**src/rtl/fracdiv_pkg.sv**
```systemverilog
package fracdiv_pkg;
    localparam int DEF_NUM_CH = 4;
    localparam int DEF_INT_W  = 16;
    localparam int DEF_FRAC_W = 8;
endpackage

```
**src/rtl/fracdiv_decode.sv**
```systemverilog
module fracdiv_decode #(
    parameter int INT_W  = fracdiv_pkg::DEF_INT_W,
    parameter int FRAC_W = fracdiv_pkg::DEF_FRAC_W,
    localparam int DIV_W = INT_W + FRAC_W + 1
) (
    input  logic [INT_W-1:0]  whole_i,
    input  logic [FRAC_W-1:0] frac_i,
    output logic [DIV_W-1:0]  div_o
);
    logic whole_zero;

    // a zero whole part expands to 2**INT_W by setting the extra top bit
    always_comb begin
        whole_zero = (whole_i == '0);
        div_o      = {whole_zero, whole_i, frac_i};
    end
endmodule

```
**src/rtl/fracdiv_channel.sv**
```systemverilog
module fracdiv_channel #(
    parameter int INT_W  = fracdiv_pkg::DEF_INT_W,
    parameter int FRAC_W = fracdiv_pkg::DEF_FRAC_W,
    localparam int DIV_W = INT_W + FRAC_W + 1
) (
    input  logic             clk,
    input  logic             rst_n,
    input  logic [DIV_W-1:0] div_in,
    input  logic             restart_i,
    output logic             tick_o
);
    localparam logic [DIV_W-1:0] STEP = DIV_W'(1) << FRAC_W;

    typedef struct packed {
        logic [DIV_W-1:0] phase;
        logic [DIV_W-1:0] div_act;
        logic             tick;
    } chan_state_t;

    chan_state_t st_d, st_q;
    logic [DIV_W-1:0] phase_sum;

    always_comb begin
        st_d      = st_q;
        phase_sum = st_q.phase + STEP;
        if (restart_i) begin
            st_d.phase   = '0;
            st_d.div_act = div_in;
            st_d.tick    = 1'b0;
        end else if (phase_sum >= st_q.div_act) begin
            st_d.phase   = phase_sum - st_q.div_act;
            st_d.div_act = div_in;
            st_d.tick    = 1'b1;
        end else begin
            st_d.phase = phase_sum;
            st_d.tick  = 1'b0;
        end
    end

    always_ff @(posedge clk) begin
        if (!rst_n) begin
            st_q.phase   <= '0;
            st_q.div_act <= STEP;
            st_q.tick    <= 1'b0;
        end else begin
            st_q <= st_d;
        end
    end

    assign tick_o = st_q.tick;
endmodule

```
**src/rtl/fracdiv_bank.sv**
```systemverilog
module fracdiv_bank #(
    parameter int NUM_CH = fracdiv_pkg::DEF_NUM_CH,
    parameter int INT_W  = fracdiv_pkg::DEF_INT_W,
    parameter int FRAC_W = fracdiv_pkg::DEF_FRAC_W
) (
    input  logic                     clk,
    input  logic                     rst_n,
    input  logic [NUM_CH*INT_W-1:0]  div_int,
    input  logic [NUM_CH*FRAC_W-1:0] div_frac,
    input  logic [NUM_CH-1:0]        restart,
    output logic [NUM_CH-1:0]        tick
);
    localparam int DIV_W = INT_W + FRAC_W + 1;

    for (genvar c = 0; c < NUM_CH; c++) begin : g_ch
        logic [DIV_W-1:0] div_eff;

        fracdiv_decode #(.INT_W(INT_W), .FRAC_W(FRAC_W)) u_dec (
            .whole_i (div_int[c*INT_W +: INT_W]),
            .frac_i  (div_frac[c*FRAC_W +: FRAC_W]),
            .div_o   (div_eff)
        );

        fracdiv_channel #(.INT_W(INT_W), .FRAC_W(FRAC_W)) u_chan (
            .clk       (clk),
            .rst_n     (rst_n),
            .div_in    (div_eff),
            .restart_i (restart[c]),
            .tick_o    (tick[c])
        );
    end
endmodule

```
**config.mk**
```make
export PLATFORM = sky130hd
export DESIGN_NAME = fracdiv_bank
export DESIGN_NICKNAME = d
export VERILOG_FILES = /design/src/rtl/fracdiv_pkg.sv /design/src/rtl/fracdiv_decode.sv /design/src/rtl/fracdiv_channel.sv /design/src/rtl/fracdiv_bank.sv
export SDC_FILE = /design/constraint.sdc
export NUM_CORES = 1
export LEC_CHECK = 0
export CORE_MARGIN = 5
export CORE_UTILIZATION = 45
export CTS_CLUSTER_SIZE = 20
export DETAILED_ROUTE_END_ITERATION = 8
export DONT_BUFFER_PORTS = 1
export PLACE_DENSITY_LB_ADDON = 0.2
export SLEW_MARGIN = 40
export SYNTH_ARGS = -nofsm -noshare
export SYNTH_HDL_FRONTEND = slang
export SYNTH_HIERARCHICAL = 1
export SYNTH_SLANG_ARGS = --single-unit
```
**constraint.sdc**
```tcl
create_clock -name clk -period 5.3 [get_ports clk]
set_input_delay 0.53 -clock clk [delete_from_list [all_inputs] [get_ports clk]]
set_output_delay 0.53 -clock clk [all_outputs]
set_load 0.01 [all_outputs]
```
==> Word-level counts from Yosys, hierarchy flattened <==
Index checks and enable logic that the tools add are counted.
W data, S select, Z words.
{ "op_classes": {"n_addsub": 8, "n_lt_le_gt_ge": 4, "n_mux": 16, "n_bitwise": 1, "n_reduce_logical": 12} }
{ "ops": {"columns": ["cell", "n"], "rows": [
  ["$mux W25", 8],
  ["$mux W26", 4],
  ["$add A25 B9 Y25 const B", 4],
  ["$ge A25 B25 Y1", 4],
  ["$sub A25 B25 Y25", 4],
  ["$logic_not A16 Y1", 4],
  ["$reduce_bool A2 Y1", 4],
  ["$reduce_or A2 Y1", 4],
  ["$mux W1", 4],
  ["$not A1 Y1", 1]
]} }
{ "word_totals": {"register_bits": 204, "input_bits": 102, "wordCells": 53} }

==> Logic depth before layout (Yosys ltp) <==
Gate-level depths: netlist of run 1.
{ "logic_depth": {"depth_word": 4, "ltp_mapped": 17} }

==> By module <==
The synthesis of run 1 kept the hierarchy.
{ "modules_own_cells": {"columns": ["module", "instances", "cells_each", "area_per_inst_um2"], "rows": [
  ["fracdiv_channel at g_ch[1].u_chan ...", 2, 409, 3553.4],
  ["fracdiv_channel at g_ch[0].u_chan", 1, 446, 3698.5],
  ["fracdiv_channel at g_ch[3].u_chan", 1, 411, 3502.1],
  ["fracdiv_decode", 4, 30, 221.5]
]} }

==> Worst setup path before layout of run 1 <==
OpenSTA, ideal clock, no wires.
{ "synth_path": {"path_type": "reg-to-reg", "from": "register g_ch[3].u_chan/st_q[34] in the netlist's numbering", "to": "register g_ch[3].u_chan/st_q[10] in the netlist's numbering", "arrival_ps": 3158, "required_ps": 5184, "setup_slack_ps": 2026, "stages_incl_launch_ff": 15, "n_path_buf": 2, "period_less_slack_ps": 3274, "path_cell_list": "dfxtp_1 -> ha_1 -> inv_1 -> nor3_1 -> nand2_1 -> xnor2_1 -> ha_1 -> nand3_1 -> or4_4 -> o211a_4 -> o21bai_4 -> buf_8 -> buf_12 -> mux2i_1 -> nor2b_1"} }
{ "synth_via": {"elab_chain_cells": 3} }
{ "synth_rtl": {"columns": ["element", "line_no", "rtl"], "rows": [
  ["from (decl)", "fracdiv_channel.sv:20", "chan_state_t st_d, st_q;"],
  ["from (signal assigned)", "fracdiv_channel.sv:46", "st_q <= st_d;"],
  ["$add A25 B9 Y25", "fracdiv_channel.sv:25", "phase_sum = st_q.phase + STEP;"],
  ["$ge A25 B25 Y1", "fracdiv_channel.sv:30", "end else if (phase_sum >= st_q.div_act) begin"],
  ["$reduce_bool A2 Y1 (no source line)", null, null]
]} }
No other way between the ends.
A chain may end at the register's enable or synchronous reset.

==> Worst setup path in the final report of run 1 <==
{ "layout_path": {"from": "register g_ch[3].u_chan/st_q[34] in the netlist's numbering", "to": "register g_ch[3].u_chan/st_q[15] in the netlist's numbering"} }
The elaborated chain is that of the path after synthesis.

==> results of run 1 <==
## routing by layer
| metal | GRT usage (%) | part of all wire (%) |
|---|---|---|
| met2 | 29.00 | 44 |
| met3 | 3.388 | 5.2 |
| met1 | 24.27 | 49 |
| met4 | 4.039 | 2.3 |
| met5 | 0 | 0.038 |
## flip-flops by register name, indices dropped and copies added (netlist names)
register and cells:
g_ch.u_chan/st_q 200, g_ch.u_chan/tick_o 4
## placed cells by master, fill, tap and decap left out, types with 27 or more instances in the layout
cell,Yosys,routed
ha_1,104,104
a21oi_1,93,92
nand2_1,117,115
clkbuf_16,0,27
nand4_1,36,36
nor2_1,122,122
nor2b_1,105,105
and3_1,30,30
dfxtp_1,204,204
nand3_1,56,56
xnor2_1,87,87
xor2_1,47,47
mux2i_1,143,143
inv_1,144,144
o21ai_0,43,43
a21o_1,43,43
## final timing paths
kind	startpoint	to	cells after the start
worst min register to register	g_ch[0].u_chan/st_q[9]$_SDFFE_PN1P_	g_ch[0].u_chan/st_q[9]$_SDFFE_PN1P_	2
worst max register to register	g_ch[3].u_chan/st_q[34]$_SDFF_PP0_	g_ch[3].u_chan/st_q[15]$_SDFFE_PN0P_	13
worst min-delay path	rst_n	g_ch[0].u_chan/st_q[9]$_SDFFE_PN1P_	1
worst max-delay path	g_ch[3].u_chan/st_q[34]$_SDFF_PP0_	g_ch[3].u_chan/st_q[15]$_SDFFE_PN0P_	13
## power by group
group / internal (mW) / leakage (nW) / switching [mW] / total [mW]
clock network: 1.19 / 0.455 / 0.689 / 1.88
logic: 3.63 / 4.63 / 4.90 / 8.53
registers: 2.00 / 1.67 / 0.303 / 2.31
## through the flow
step / cell area, sq um / power (mW) / util [%] / hold WS [ns] / cells
2_1_floorplan: 15190 / 9.976 / - / 0.4445 / 1795
3_3_place_gp: 14600 / 10.75 / 43.65 / 0.4578 / 2094
3_5_place_dp: 14610 / 10.79 / 43.68 / 0.4803 / 2094
4_1_cts: 15520 / 12.76 / 46.41 / 0.02834 / 2141
5_1_grt: 15520 / 13.81 / 46.41 / 0.04890 / 2141
6_report: 15520 / 12.72 / 46.41 / 0.07430 / 2141
## worst max-delay path: stages, from the launching register on
cell and delay, ns:
dfxtp_1 0.37, ha_1 0.23, inv_1 0.07, nor3_1 0.39
nand2_1 0.12, xnor2_1 0.20, ha_1 0.42, nand3_1 0.22
or4_4 0.59, o211a_4 0.30, o21bai_4 0.55, buf_4 0.36
mux2i_1 0.23, nor2b_1 0.06
## logic make-up after synthesis
kind of cell             count (synthesis)  share of synthesized area, %
adder cells (fa/ha/maj)                108                         9.092
flip-flops                             204                         26.88
AO/OA/AOI/OAI                          329                         15.25
multiplexers                           143                         9.421
AND/OR/NAND/NOR                        574                         20.03
XOR/XNOR                               134                         7.725
buffers and inverters                  303                         11.60
## final cells by class
cell class              instances  area [sq um]  area share [%]
inverters                     146         548.0           3.530
multi-input cells            1288          9359           60.28
clock buffers                  37         763.2           4.916
well taps                     448         560.5           3.611
repair buffers                  8         60.06          0.3868
flip-flops and latches        204          4084           26.31
clock inverters                10         150.1          0.9671
==> out/metrics.cfg, run 1 <==
[status]
status = finished clean

[layout]
diodes = 0
syn2layout_area_growth_pct = 2.182
fill_cells = 3327
nets = 1884
drive_above_1_share_pct = 6.793

[timing]
clock_skew_ns = 0.01113
post-route-period-util_pct = 79.87
worst_slew_pin_slew_ns = 0.8411
fin_crit_ns = 4.233
maxSlewHeadroom_pct = 43.45
setup_viol = 0
rsz0062_at_grt = no
hold_viol = 0
tns_ns = 0
maxSlewViolCount = 0
worst_slack_ns = 1.067
max_freq_mhz = 236.2

[clock_network]
clock-sinks = 204
cts_resized = 0
cts_tree = yes
postCtsHoldBufs = 0
cts_setup_buffers = 0
path_clk_slew_ns = 0.06
worstSkewPairLatency_ns = 0.54
root_buffer = clkbuf_16
numCtsBuffers = 26
htreeDepth = 1
cts_buffer_depth = 3

[critical_path]
worstPathArrival_ns = 4.66
critPathMaxFanout = 14
crit_type = reg -> reg
cp-start-kind = flop
required_ns = 5.73
worstSetupEndpointType = flop
rrSetupSlack_ns = 1.07

[route]
ant_nets = 0
routed_wl_microns = 34360
vias = 11536
drc_errors = 0
drt-pass1-iter-count = 5
post_drt_wl_per_cell_microns = 16.05
drtIter0Drc = 502
routed_via_density = 5.388

[logic_synthesis]
synth_edf_count = 0
yosysMostFrequentCell = dfxtp_1
seq_area_frac_synth_pct = 26.88
ys_warn_count = 6
yosys.area.top_type_share_pct = 26.88
ys_top_cells_by_area = dfxtp_1, mux2i_1, ha_1
synth_cells = 1795
async_flop_share_pct = 0
synth_top_area_cell = dfxtp_1
synth.distinct_cells = 92
synthesis.area_sq_um = 15190
synth_seq_cells = 204
synthesis.nets = 2005
synth_flop_cell = dfxtp_1
synthTopCellsByCount = dfxtp_1, inv_1, mux2i_1, nor2_1, nand2_1
avgSynthCellArea_sq_um = 8.464

[floorplanning]
coreArea_sq_um = 33450
die_h_microns = 193.7
ios = 106
dieWidth_microns = 193.7
start_util_pct = 45.42
die-area_sq_um = 37540
num_rows = 67

[global_route]
grt_pass1_wl_microns = 57080
first_global_vias = 11319
gr-usage-all-layers_pct = 17.70
grt_antenna_before_repair = 1
grt_max_degree = 109
grt_overflow = 0

[pwr]
p_per_area_nw_per_um2 = 819.2
ir_drop_mv = 0.3612
p_leak_nw = 6.752

[worst_hold_path]
hold_path.class = in -> reg

[placement]
gp_congestion = 0.8847
pre_cts_slack_ns = 1.095
dp_hpwl_microns = 25980
port_buffers = 0

[job]
cap_violations = 0

No activity file was read; power rests on OpenSTA's default activity.
==> run 2, diff against run 1 <==
==> constraint.sdc (replaced) <==
create_clock -name clk -period 4.3 [get_ports clk]
set_input_delay 0.43 -clock clk [delete_from_list [all_inputs] [get_ports clk]]
set_output_delay 0.43 -clock clk [all_outputs]
set_load 0.01 [all_outputs]
==> run 2 against run 1 <==
Sequential share of layout area is essentially flat; routed wire length about the same; power up 23%; critical path type unchanged; critical endpoint is now g_ch[0].u_chan/st_q[50]$_SDFF_PP0_.
==> out/metrics.cfg, run 2 (synthesized netlist as in run 1, its figures left out) <==
[status]
status = finished clean

[pwr]
ir_drop_mv = 0.6691
p_int_mw = 8.335
switchingPower_mw = 7.289
p_leak_nw = 6.753
power_frac_seq_pct = 18.2
pwr-share-comb_pct = 68.3
p_per_area_nw_per_um2 = 1005
clkPwrFrac_pct = 13.5
p_sw_share_pct = 46.65

[timing]
worst_slack_ns = 0.3197
setup_viol = 0
max_freq_mhz = 251.2
tns_ns = 0
hold_viol = 0
worst_slew_pin_slew_ns = 0.8298
maxSlewViolCount = 0
post-route-period-util_pct = 92.56
maxSlewHeadroom_pct = 43.81
fin_crit_ns = 3.980
clock_skew_ns = 0.01018

[global_route]
grt_max_degree = 105
grt_pass1_wl_microns = 57330
grt_antenna_before_repair = 0
grt_overflow = 0
gr-usage-all-layers_pct = 17.78
first_global_vias = 11260

[layout]
layout_common_cells = dfxtp_1, inv_1, mux2i_1
drive_above_1_share_pct = 7.126
regMostFlops = g_ch.u_chan/st_q
diodes = 0
syn2layout_area_growth_pct = 2.323
nets = 1889
final_common_cell = dfxtp_1
stdcell_count = 2146
largest_reg_flops = 200

[critical_path]
crit_type = reg -> reg
worstPathArrival_ns = 4.45
cp-start-kind = flop
rrSetupSlack_ns = 0.32
crit_slowest_cell = or4_1
cp_slowest_stage_delay_ns = 0.51
worstSetupEndpointType = flop
path_common_cell = nand3_1
required_ns = 4.77
critPathMaxFanout = 10
cp_cell_sequence = ha_1, and4_1, and3_1, nand3_1, xnor2_1, ha_1, nand3_1, nor4_2, a32oi_1, o311ai_1, a21oi_2, buf_4, or4_1, nand3_1

[floorplanning]
coreArea_sq_um = 33450
die-area_sq_um = 37540
die_h_microns = 193.7
dieWidth_microns = 193.7
num_rows = 67
ios = 106
start_util_pct = 45.42

[clock_network]
cts_buffer_depth = 3
numCtsBuffers = 26
clock-sinks = 204
cts_setup_buffers = 0
path_clk_slew_ns = 0.05
htreeDepth = 1
cts_tree = yes
worstSkewPairLatency_ns = 0.54
root_buffer = clkbuf_16

[route]
routed_via_density = 5.399
vias = 11586
drc_errors = 0
routed_wl_microns = 34350
drtIter0Drc = 630
drt-pass1-iter-count = 5
ant_nets = 0
post_drt_wl_per_cell_microns = 16.01

[placement]
placed_cells = 2097
gp_congestion = 0.8854
dp_hpwl_microns = 25800
pre_cts_slack_ns = 0.1600
port_buffers = 0

[worst_hold_path]
hold_path.class = in -> reg

[job]
cap_violations = 0

-- run 2: changes by cell type in the layout (fill, tap and decap cells not counted), moves of 2 or more --
cell | before | now
buf_12 | 0 | 3
bufinv_16 | 4 | 1
clkinv_2 | 6 | 9
dlygate4sd3_1 | 0 | 2
nor4_1 | 22 | 20
nor4_2 | 2 | 4
-- run 2: final cells by class --
class / count / area (sq um)
inverter: 146 / 548.0
sequential: 204 / 4084
clock inverter: 11 / 82.58
timing repair buffer: 13 / 140.1
clock buffer: 36 / 749.5
multi-input combinational: 1288 / 9382
tap: 448 / 560.5
fill: 3297 / 17900
-- run 2: per-stage QoR --
step | power, mW | utilization (%) | cell area [sq um] | hold slack, ns
after detailed placement | 13.40 | 43.85 | 14670 | 0.4687
final | 15.62 | 46.48 | 15550 | 0.03527
after floorplan | 12.30 | - | 15190 | 0.4445
after global routing | 17.01 | 46.48 | 15550 | 0.01310
after global placement | 13.36 | 43.83 | 14660 | 0.4594
after CTS | 15.62 | 46.40 | 15520 | 0.0007636
-- run 2: what timing repair did --
action | in CTS | in global routing
hold endpoints to repair | 5 | 0
setup endpoints to repair | 0 | 8
resized for setup | 0 | 4
hold buffers | 2 | 0
-- run 2: worst paths after layout --
check | from | endpoint | depth (start not counted)
max | g_ch[0].u_chan/st_q[34]$_SDFF_PP0_ | g_ch[0].u_chan/st_q[50]$_SDFF_PP0_ | 14
min | div_int[32] | g_ch[2].u_chan/st_q[9]$_SDFFE_PN1P_ | 2
max reg2reg | g_ch[0].u_chan/st_q[34]$_SDFF_PP0_ | g_ch[0].u_chan/st_q[50]$_SDFF_PP0_ | 14
min reg2reg | g_ch[0].u_chan/st_q[9]$_SDFFE_PN1P_ | g_ch[0].u_chan/st_q[9]$_SDFFE_PN1P_ | 2
-- run 2: power groups by stage --
stage	sequential (mW)	combinational (mW)	clock [mW]
after floorplan	2.78	9.52	0
after global placement	2.86	10.5	0
after detailed placement	2.88	10.5	0
after CTS	2.85	10.6	2.19
after global routing	2.91	11.8	2.27
final	2.84	10.7	2.11
-- run 2: critical path, delay by kind of cell (launching register included) --
kind,cells,cell delay (ns)
simple gates,7,1.87
compound gates,3,0.64
fa+ha+maj,2,0.63
flops,1,0.38
buf+inv,1,0.23
xor+xnor,1,0.17
-- run 2: routing by layer --
metal	global-route usage, %	wire [microns]	vias up
met5	0	0	-
met4	3.777	751	0
met3	3.301	1744	48
met2	28.81	15250	238
met1	24.82	16600	5319
li1	-	-	5981
